==> src/rtl/reorder_queue.sv <==
module reorder_queue #(
  parameter int DEPTH  = 16,
  parameter int PC_W   = 32,
  parameter int REG_W  = 5,
  parameter int DATA_W = 32,
  localparam int IDX_W = $clog2(DEPTH),
  localparam int PTR_W = IDX_W + 1
) (
  input  logic              clk,
  input  logic              rst_n,
  input  logic              alloc_valid,
  input  logic [PC_W-1:0]   alloc_pc,
  input  logic [REG_W-1:0]  alloc_dst,
  output logic              alloc_ready,
  output logic [IDX_W-1:0]  alloc_tag,
  input  logic              wb_valid,
  input  logic [IDX_W-1:0]  wb_tag,
  input  logic [DATA_W-1:0] wb_value,
  input  logic              wb_fault,
  output logic              arch_we,
  output logic [REG_W-1:0]  arch_dst,
  output logic [DATA_W-1:0] arch_value,
  output logic              fault_req,
  output logic [PC_W-1:0]   fault_pc,
  input  logic              flush
);

  localparam logic [PTR_W-1:0] FULL_CNT = PTR_W'(DEPTH);
  localparam logic [PTR_W-1:0] ONE      = PTR_W'(1);

  logic [PTR_W-1:0]  head_ptr, tail_ptr, count;
  logic [IDX_W-1:0]  head_idx;
  logic [DEPTH-1:0]  done_q;
  logic [PC_W-1:0]   pc_q    [DEPTH];
  logic [REG_W-1:0]  dst_q   [DEPTH];
  logic [DATA_W-1:0] val_q   [DEPTH];
  logic [DEPTH-1:0]  fault_q;
  logic              head_ready, alloc_fire;

  assign head_idx   = head_ptr[IDX_W-1:0];
  assign alloc_tag  = tail_ptr[IDX_W-1:0];
  assign count      = tail_ptr - head_ptr;

  assign head_ready = (count != '0) && done_q[head_idx] && !flush;
  assign arch_we    = head_ready && !fault_q[head_idx];
  assign fault_req  = head_ready && fault_q[head_idx];
  assign arch_dst   = dst_q[head_idx];
  assign arch_value = val_q[head_idx];
  assign fault_pc   = pc_q[head_idx];

  assign alloc_ready = (count != FULL_CNT) && !flush && !fault_req;
  assign alloc_fire  = alloc_valid && alloc_ready;

  always_ff @(posedge clk) begin
    if (!rst_n) begin
      head_ptr <= '0;
      tail_ptr <= '0;
    end else begin
      if (flush || fault_req) tail_ptr <= head_ptr;
      else if (alloc_fire)    tail_ptr <= tail_ptr + ONE;
      if (arch_we)            head_ptr <= head_ptr + ONE;
    end
  end

  for (genvar i = 0; i < DEPTH; i++) begin : g_slot
    always_ff @(posedge clk) begin
      if (!rst_n)
        done_q[i] <= 1'b0;
      else if (alloc_fire && alloc_tag == IDX_W'(i))
        done_q[i] <= 1'b0;
      else if (wb_valid && wb_tag == IDX_W'(i))
        done_q[i] <= 1'b1;
    end

    always_ff @(posedge clk) begin
      if (alloc_fire && alloc_tag == IDX_W'(i)) begin
        pc_q[i]  <= alloc_pc;
        dst_q[i] <= alloc_dst;
      end
      if (wb_valid && wb_tag == IDX_W'(i)) begin
        val_q[i]   <= wb_value;
        fault_q[i] <= wb_fault;
      end
    end
  end


  no_overflow_chk: assert property (@(posedge clk) disable iff (!rst_n)
    count <= FULL_CNT);


  tail_step_chk: assert property (@(posedge clk) disable iff (!rst_n)
    alloc_fire |=> tail_ptr == $past(tail_ptr) + ONE);


  head_hold_chk: assert property (@(posedge clk) disable iff (!rst_n)
    !arch_we |=> head_ptr == $past(head_ptr));


  fault_empties_chk: assert property (@(posedge clk) disable iff (!rst_n)
    fault_req |=> count == '0);


  flush_empties_chk: assert property (@(posedge clk) disable iff (!rst_n)
    flush |=> count == '0);


  retire_excl_chk: assert property (@(posedge clk) disable iff (!rst_n)
    !(arch_we && fault_req));

endmodule

==> config.mk <==
export PLATFORM = sky130hd
export DESIGN_NAME = reorder_queue
export DESIGN_NICKNAME = d
export VERILOG_FILES = /design/src/rtl/reorder_queue.sv
export SDC_FILE = /design/constraint.sdc
export NUM_CORES = 1
export LEC_CHECK = 0
export BUFFER_PORTS_ARGS = -buffer_cell sky130_fd_sc_hd__buf_2
export CAP_MARGIN = 20
export CORE_ASPECT_RATIO = 0.9
export CORE_MARGIN = 8
export CORE_UTILIZATION = 55
export DETAILED_ROUTE_END_ITERATION = 8
export GPL_TIMING_DRIVEN = 0
export PLACE_DENSITY = 0.74
export SLEW_MARGIN = 30
export SYNTH_ARGS = -nofsm -noshare
export SYNTH_HDL_FRONTEND = slang
export SYNTH_SLANG_ARGS = --single-unit
==> constraint.sdc <==
create_clock -name clk -period 6.3 [get_ports clk]
set_input_delay 1.575 -clock clk [delete_from_list [all_inputs] [get_ports clk]]
set_output_delay 1.575 -clock clk [all_outputs]
set_load 0.1 [all_outputs]
# ---- After elaboration in Yosys (flattened, before gate mapping)
# Memories as Yosys holds them, arrays and structs flattened. A register that Yosys moved wholly into a read port is not among the register bits.
# Cells that the tools add are included.
dict set report totals {
  mem_bits_ro 0
  latch_bits 0
  ff_bits 42
  out_inout_bits 76
  inputBits 79
  memories 3
  word_cells 392
  ram_bits 1104
}
# memory words word_bits rd rd_clocked_by_memory_dff wr line
set mem_list {}
lappend mem_list {pc_q 16 32 1 1 1 34} ;# logic [PC_W-1:0] pc_q [DEPTH];
lappend mem_list {val_q 16 32 1 1 1 36} ;# logic [DATA_W-1:0] val_q [DEPTH];
lappend mem_list {dst_q 16 5 1 1 1 35} ;# logic [REG_W-1:0] dst_q [DEPTH];
dict set report op_classes {
  muxes 211
  n_bitwise 1
  add_sub_neg 3
  n_lt_le_gt_ge 1
  reduce_logical 108
  n_div 0
  n_shift 0
  mul 0
  eq_ne 31
}
# operator n
set ops {}
lappend ops {{2-to-1 mux 32 bit} 30}
lappend ops {{OR reduction 32 bit} 30}
lappend ops {{2-to-1 mux 4 bit} 51}
lappend ops {{2-to-1 mux 1 bit} 111}
lappend ops {{2-to-1 mux 5 bit} 17}
lappend ops {{OR reduction 5 bit} 15}
lappend ops {{equality test 4 bit, second input constant} 16}
lappend ops {{logical AND 1 bit} 39}
lappend ops {{equality test 4 x 3 -> 1 bit, second input constant} 8}
lappend ops {{OR reduction 2 bit} 16}
lappend ops {{equality test 4 x 2 -> 1 bit, second input constant} 4}
lappend ops {{adder 5 x 1 -> 5 bit, second input constant} 2}
lappend ops {{binary-select mux 1 bit (select 4 bit)} 2}
lappend ops {{equality test 4 x 1 -> 1 bit, second input constant} 2}
lappend ops {{logical NOT 4 bit} 2}
lappend ops {{< comparator 4 x 5 -> 1 bit, second input constant} 1}
lappend ops {{!= test 5 bit, second input constant} 1}
lappend ops {{nonzero test 5 bit} 1}
lappend ops {{subtractor 5 bit} 1}
lappend ops {{logical NOT 1 bit} 3}
lappend ops {{nonzero test 2 bit} 1}
lappend ops {{logical OR 1 bit} 1}
lappend ops {{inverter 1 bit} 1}

# ---- Logic depth before layout (Yosys ltp)
dict set report logic_depth {
  depth_word 27
  mapped_depth 11
  ltp_nobuf 9
}

# ---- Worst setup path after synthesis
# No wires, ideal clock.
dict set report synth_timing {
  kind {register to output}
  start {register head_ptr[1]}
  end {output port alloc_ready}
  n_path_buf 1
  t_required_ps 4725
  arrival_time_ps 4362
  stages_incl_launch_ff 10
  slack_ps 363
  cell_sequence {dfxtp_1 > clkbuf_1 > inv_1 > ha_1 > nor2b_1 > or4_1 > a21oi_1 > a311oi_4 > or2_1 > a31oi_1}
}
dict set report synth_between {
  elab_chain_len 7
  word_cells_on_any_way 13
  classes_between {1 x add/sub; 1 x eq/ne; 4 x mux; 7 x reduce/logical}
}
# item line
set synth_lines {}
lappend synth_lines {{start: declaration} 31} ;# logic [PTR_W-1:0] head_ptr, tail_ptr, count;
lappend synth_lines {{start signal: assignment} 61} ;# if (arch_we) head_ptr <= head_ptr + ONE;
lappend synth_lines {{subtractor 5 bit or binary-select mux 1 bit (select 4 bit) (tied branches)} {42, 44}}
lappend synth_lines {{nonzero test 5 bit or 2-to-1 mux 1 bit (tied branches)} 44} ;# assign head_ready = (count != '0) && done_q[head_idx] && !flush;
lappend synth_lines {{logical AND 1 bit (2 in a row)} 44}
lappend synth_lines {{logical AND 1 bit *} 46} ;# assign fault_req = head_ready && fault_q[head_idx];
lappend synth_lines {{net fault_req} 23} ;# output logic fault_req,
lappend synth_lines {{logical NOT 1 bit *} 51} ;# assign alloc_ready = (count != FULL_CNT) && !flush && !fault_req;
lappend synth_lines {{logical AND 1 bit *} 51}
lappend synth_lines {{end: declaration} 14} ;# output logic alloc_ready,
# The timed path passes the listed nets; every way through them passes the cells marked *. The select of a mux whose other input is x is not followed.

==> reports/results.tsv <==
metric	value	unit
run_status	finished clean	
cp-end-kind	output pin	
postCtsSetupRepairBufs	0	
fin_crit	5.90	ns
grt.overflow.total	0	
clockBufferDepth	3	
crit_path_max_incr_delay	0.81	ns
crit_top_cell	clkbuf_1	
drtPass1Iterations	6	
hold_class	reg -> reg	
skew	0.0325	ns
postCtsResizedCells	0	
syn_inst	1742	
cap_violations	0	
synth_cell_types	42	
synth_edf_count	1120	
clk_latency	0.67	ns
multi_input_area	9230	um2
port-buffer-count	153	
drv_slew	0	
numClockSinks	1150	
leakage	16.0	nW
hold_depth	1	
ctsHtreeMaxLevel	3	
fmax	169	MHz
drcViolationCount	0	
routed-via-count	21400	
p_total	0.0157	W
placed_cells	3032	
wire_per_inst	33.5	um
cts-buffers-inserted	111	
initial_utilization	55.3	%
die_x	313	um
track_usage	24.3	%
path_depth	6	
ant_nets	0	
ys_ff_latch	1150	
worstRegToRegCells	14	
stdcell_count	3259	
routed_wl	109000	um
synth_area_per_cell	25.1	um2
row_count	98	
crit_fanout	10	
required	4.72	ns
grt_pass1_vias	22200	
worst_pin_slew	1.03	ns
synthesis.area	43600	um2
critical_path_class	reg -> out	
worst_path_max_delay_cell	clkbuf_1	
syn-num-nets	1830	
clk_pin_slew	0.06	ns
n_fill_cell	4817	
hpwl	65000	um
cts_tree	done	
grt_pass1_wl	156000	um
start_kind	flip-flop	
ios	155	
async_reset_ff_share	0	%
dieArea	88600	um2
cts-hold-fix-buffers	0	
yosys.area.top_type_share	77.1	%
synth_top_area_cell	edfxtp_1	
grt_setup_unrepaired	false	
nets	2183	
vias_per_cell	6.55	
core	79000	um2
max_slew_margin	31.5	%
die_h	283	um
cp_top_family	buffers and inverters	
place.gp.congestion	0.763	
finalSetupViolCount	0	
cp.arrival	4.33	ns
hold_violations	0	
synth_area_leaders	edfxtp_1 (77%), mux4_2 (18%), dfxtp_1 (1.4%)	
p_per_area	305	nW/um2
ys.flop_type	edfxtp_1	
antenna_found_initial	18	
syn2layout_area_growth	18.0	%
cp_cell_sequence	clkbuf_1, clkbuf_1, clkbuf_1, mux4_2, mux4_2, buf_2	
first_iter_violations	2868	
root_buffer	clkbuf_16	
yosysWarnings	0	
grt_start_max_net_pins	17	
finalCritPeriodShare	93.7	%
drive_above_1_share	38.0	%
seq_area_frac_synth	78.4	%
seq_area	34200	um2
crit_buf_inv	4	
max-vdd-ir-drop	0.211	mV
==> power breakdown <==
group          internal [W]  switching, W  leakage (nW)
clock               0.00379       0.00285          1.75
sequential          0.00850     0.0000335          10.3
combinational      0.000144      0.000377          3.91
total                0.0124       0.00326          16.0
==> area by class of cell <==
type | instances | area share, %
Clock inverter | 69 | 1.28
Sequential cell | 1150 | 66.5
Multi-Input combinational cell | 492 | 17.9
Antenna cell | 20 | 0.0972
Buffer | 93 | 0.826
Timing Repair Buffer | 240 | 5.06
Clock buffer | 138 | 5.75
Tap cell | 1050 | 2.55
Inverter | 7 | 0.0510
==> routing by layer <==
metal | track usage [%] | wire [um] | up-vias
met3 | 5.66 | 11300 | 235
met5 | 0 | 10 | -
met4 | 9.11 | 3780 | 2
met1 | 31.7 | 38900 | 11200
li1 | - | - | 8339
met2 | 40.2 | 55100 | 1536
==> logic make-up (layout without fill, tap and decap cells) <==
group | count (synthesis) | count (layout) | synth area share [%]
buf+inv | 100 | 547 | 0.940
compound gates | 37 | 37 | 0.829
simple gates | 77 | 77 | 0.978
other cells | 0 | 20 | 0
mux | 359 | 359 | 18.4
flops | 1150 | 1150 | 78.4
fa+ha+maj | 9 | 9 | 0.258
xor+xnor | 10 | 10 | 0.201
==> layout by cell type (no fill, tap or decap), drive strengths merged, types with 3 or more instances in the layout <==
cell,count
nand2b,5
nand3,4
nand4,4
a21oi,4
diode,20
nand3b,6
or2,3
xor2,5
xnor2,5
nor2,40
inv,12
nand2,4
clkinv,45
bufinv,11
mux2i,5
clkbuf,199
o221a,16
buf,272
dfxtp,30
a211oi,5
nor3,5
clkinvlp,8
edfxtp,1120
mux4,352
ha,9
==> stage by stage <==
step	hold WS [ns]	cell area (um2)	util, %	worst slack (ns)	setup TNS [ns]
floorplan	0.486	43600	-	0.363	0
global placement	0.507	45700	57.9	-1.86	-647.89
detailed placement	0.514	47800	60.6	1.01	0
CTS	0.528	51500	65.2	0.208	0
global route	0.540	51500	65.2	0.201	0
finish	0.531	51500	65.2	0.398	0
==> synth_stat cells, types with 2 or more instances <==
| cell | instances |
|---|---|
| nand3b_1 | 2 |
| nand2_1 | 4 |
| mux2_1 | 2 |
| inv_2 | 2 |
| mux4_1 | 3 |
| mux2i_1 | 5 |
| mux4_2 | 349 |
| buf_1 | 25 |
| nor2b_1 | 2 |
| o21ai_0 | 2 |
| xnor2_1 | 5 |
| ha_1 | 9 |
| a21oi_1 | 4 |
| a311oi_4 | 2 |
| a31oi_1 | 2 |
| a21o_1 | 2 |
| xor2_1 | 5 |
| or2_2 | 2 |
| nand2b_1 | 5 |
| edfxtp_1 | 1120 |
| nand3b_4 | 4 |
| nor2_1 | 40 |
| inv_1 | 5 |
| o221a_1 | 16 |
| a211oi_1 | 5 |
| nand4_1 | 4 |
| nand3_1 | 4 |
| buf_4 | 5 |
| buf_6 | 2 |
| clkbuf_1 | 60 |
| nor3_1 | 5 |
| dfxtp_1 | 30 |
==> state kept, by name, summed over array words and instances, names as in the netlist, named ones only <==
register	cells
pc_q	512
fault_q	16
tail_ptr	5
done_q	16
val_q	512
head_ptr	5
dst_q	80
==> final timing paths <==
kind	slack, ns	startpoint	endpoint
min reg2reg	0.53	done_q[14]	done_q[14]
min	0.53	done_q[14]	done_q[14]
max reg2reg	1.73	head_ptr[1]	pc_q[9][1]
max	0.40	flip-flop	fault_pc[21]
(Power assumes the default switching activity.)
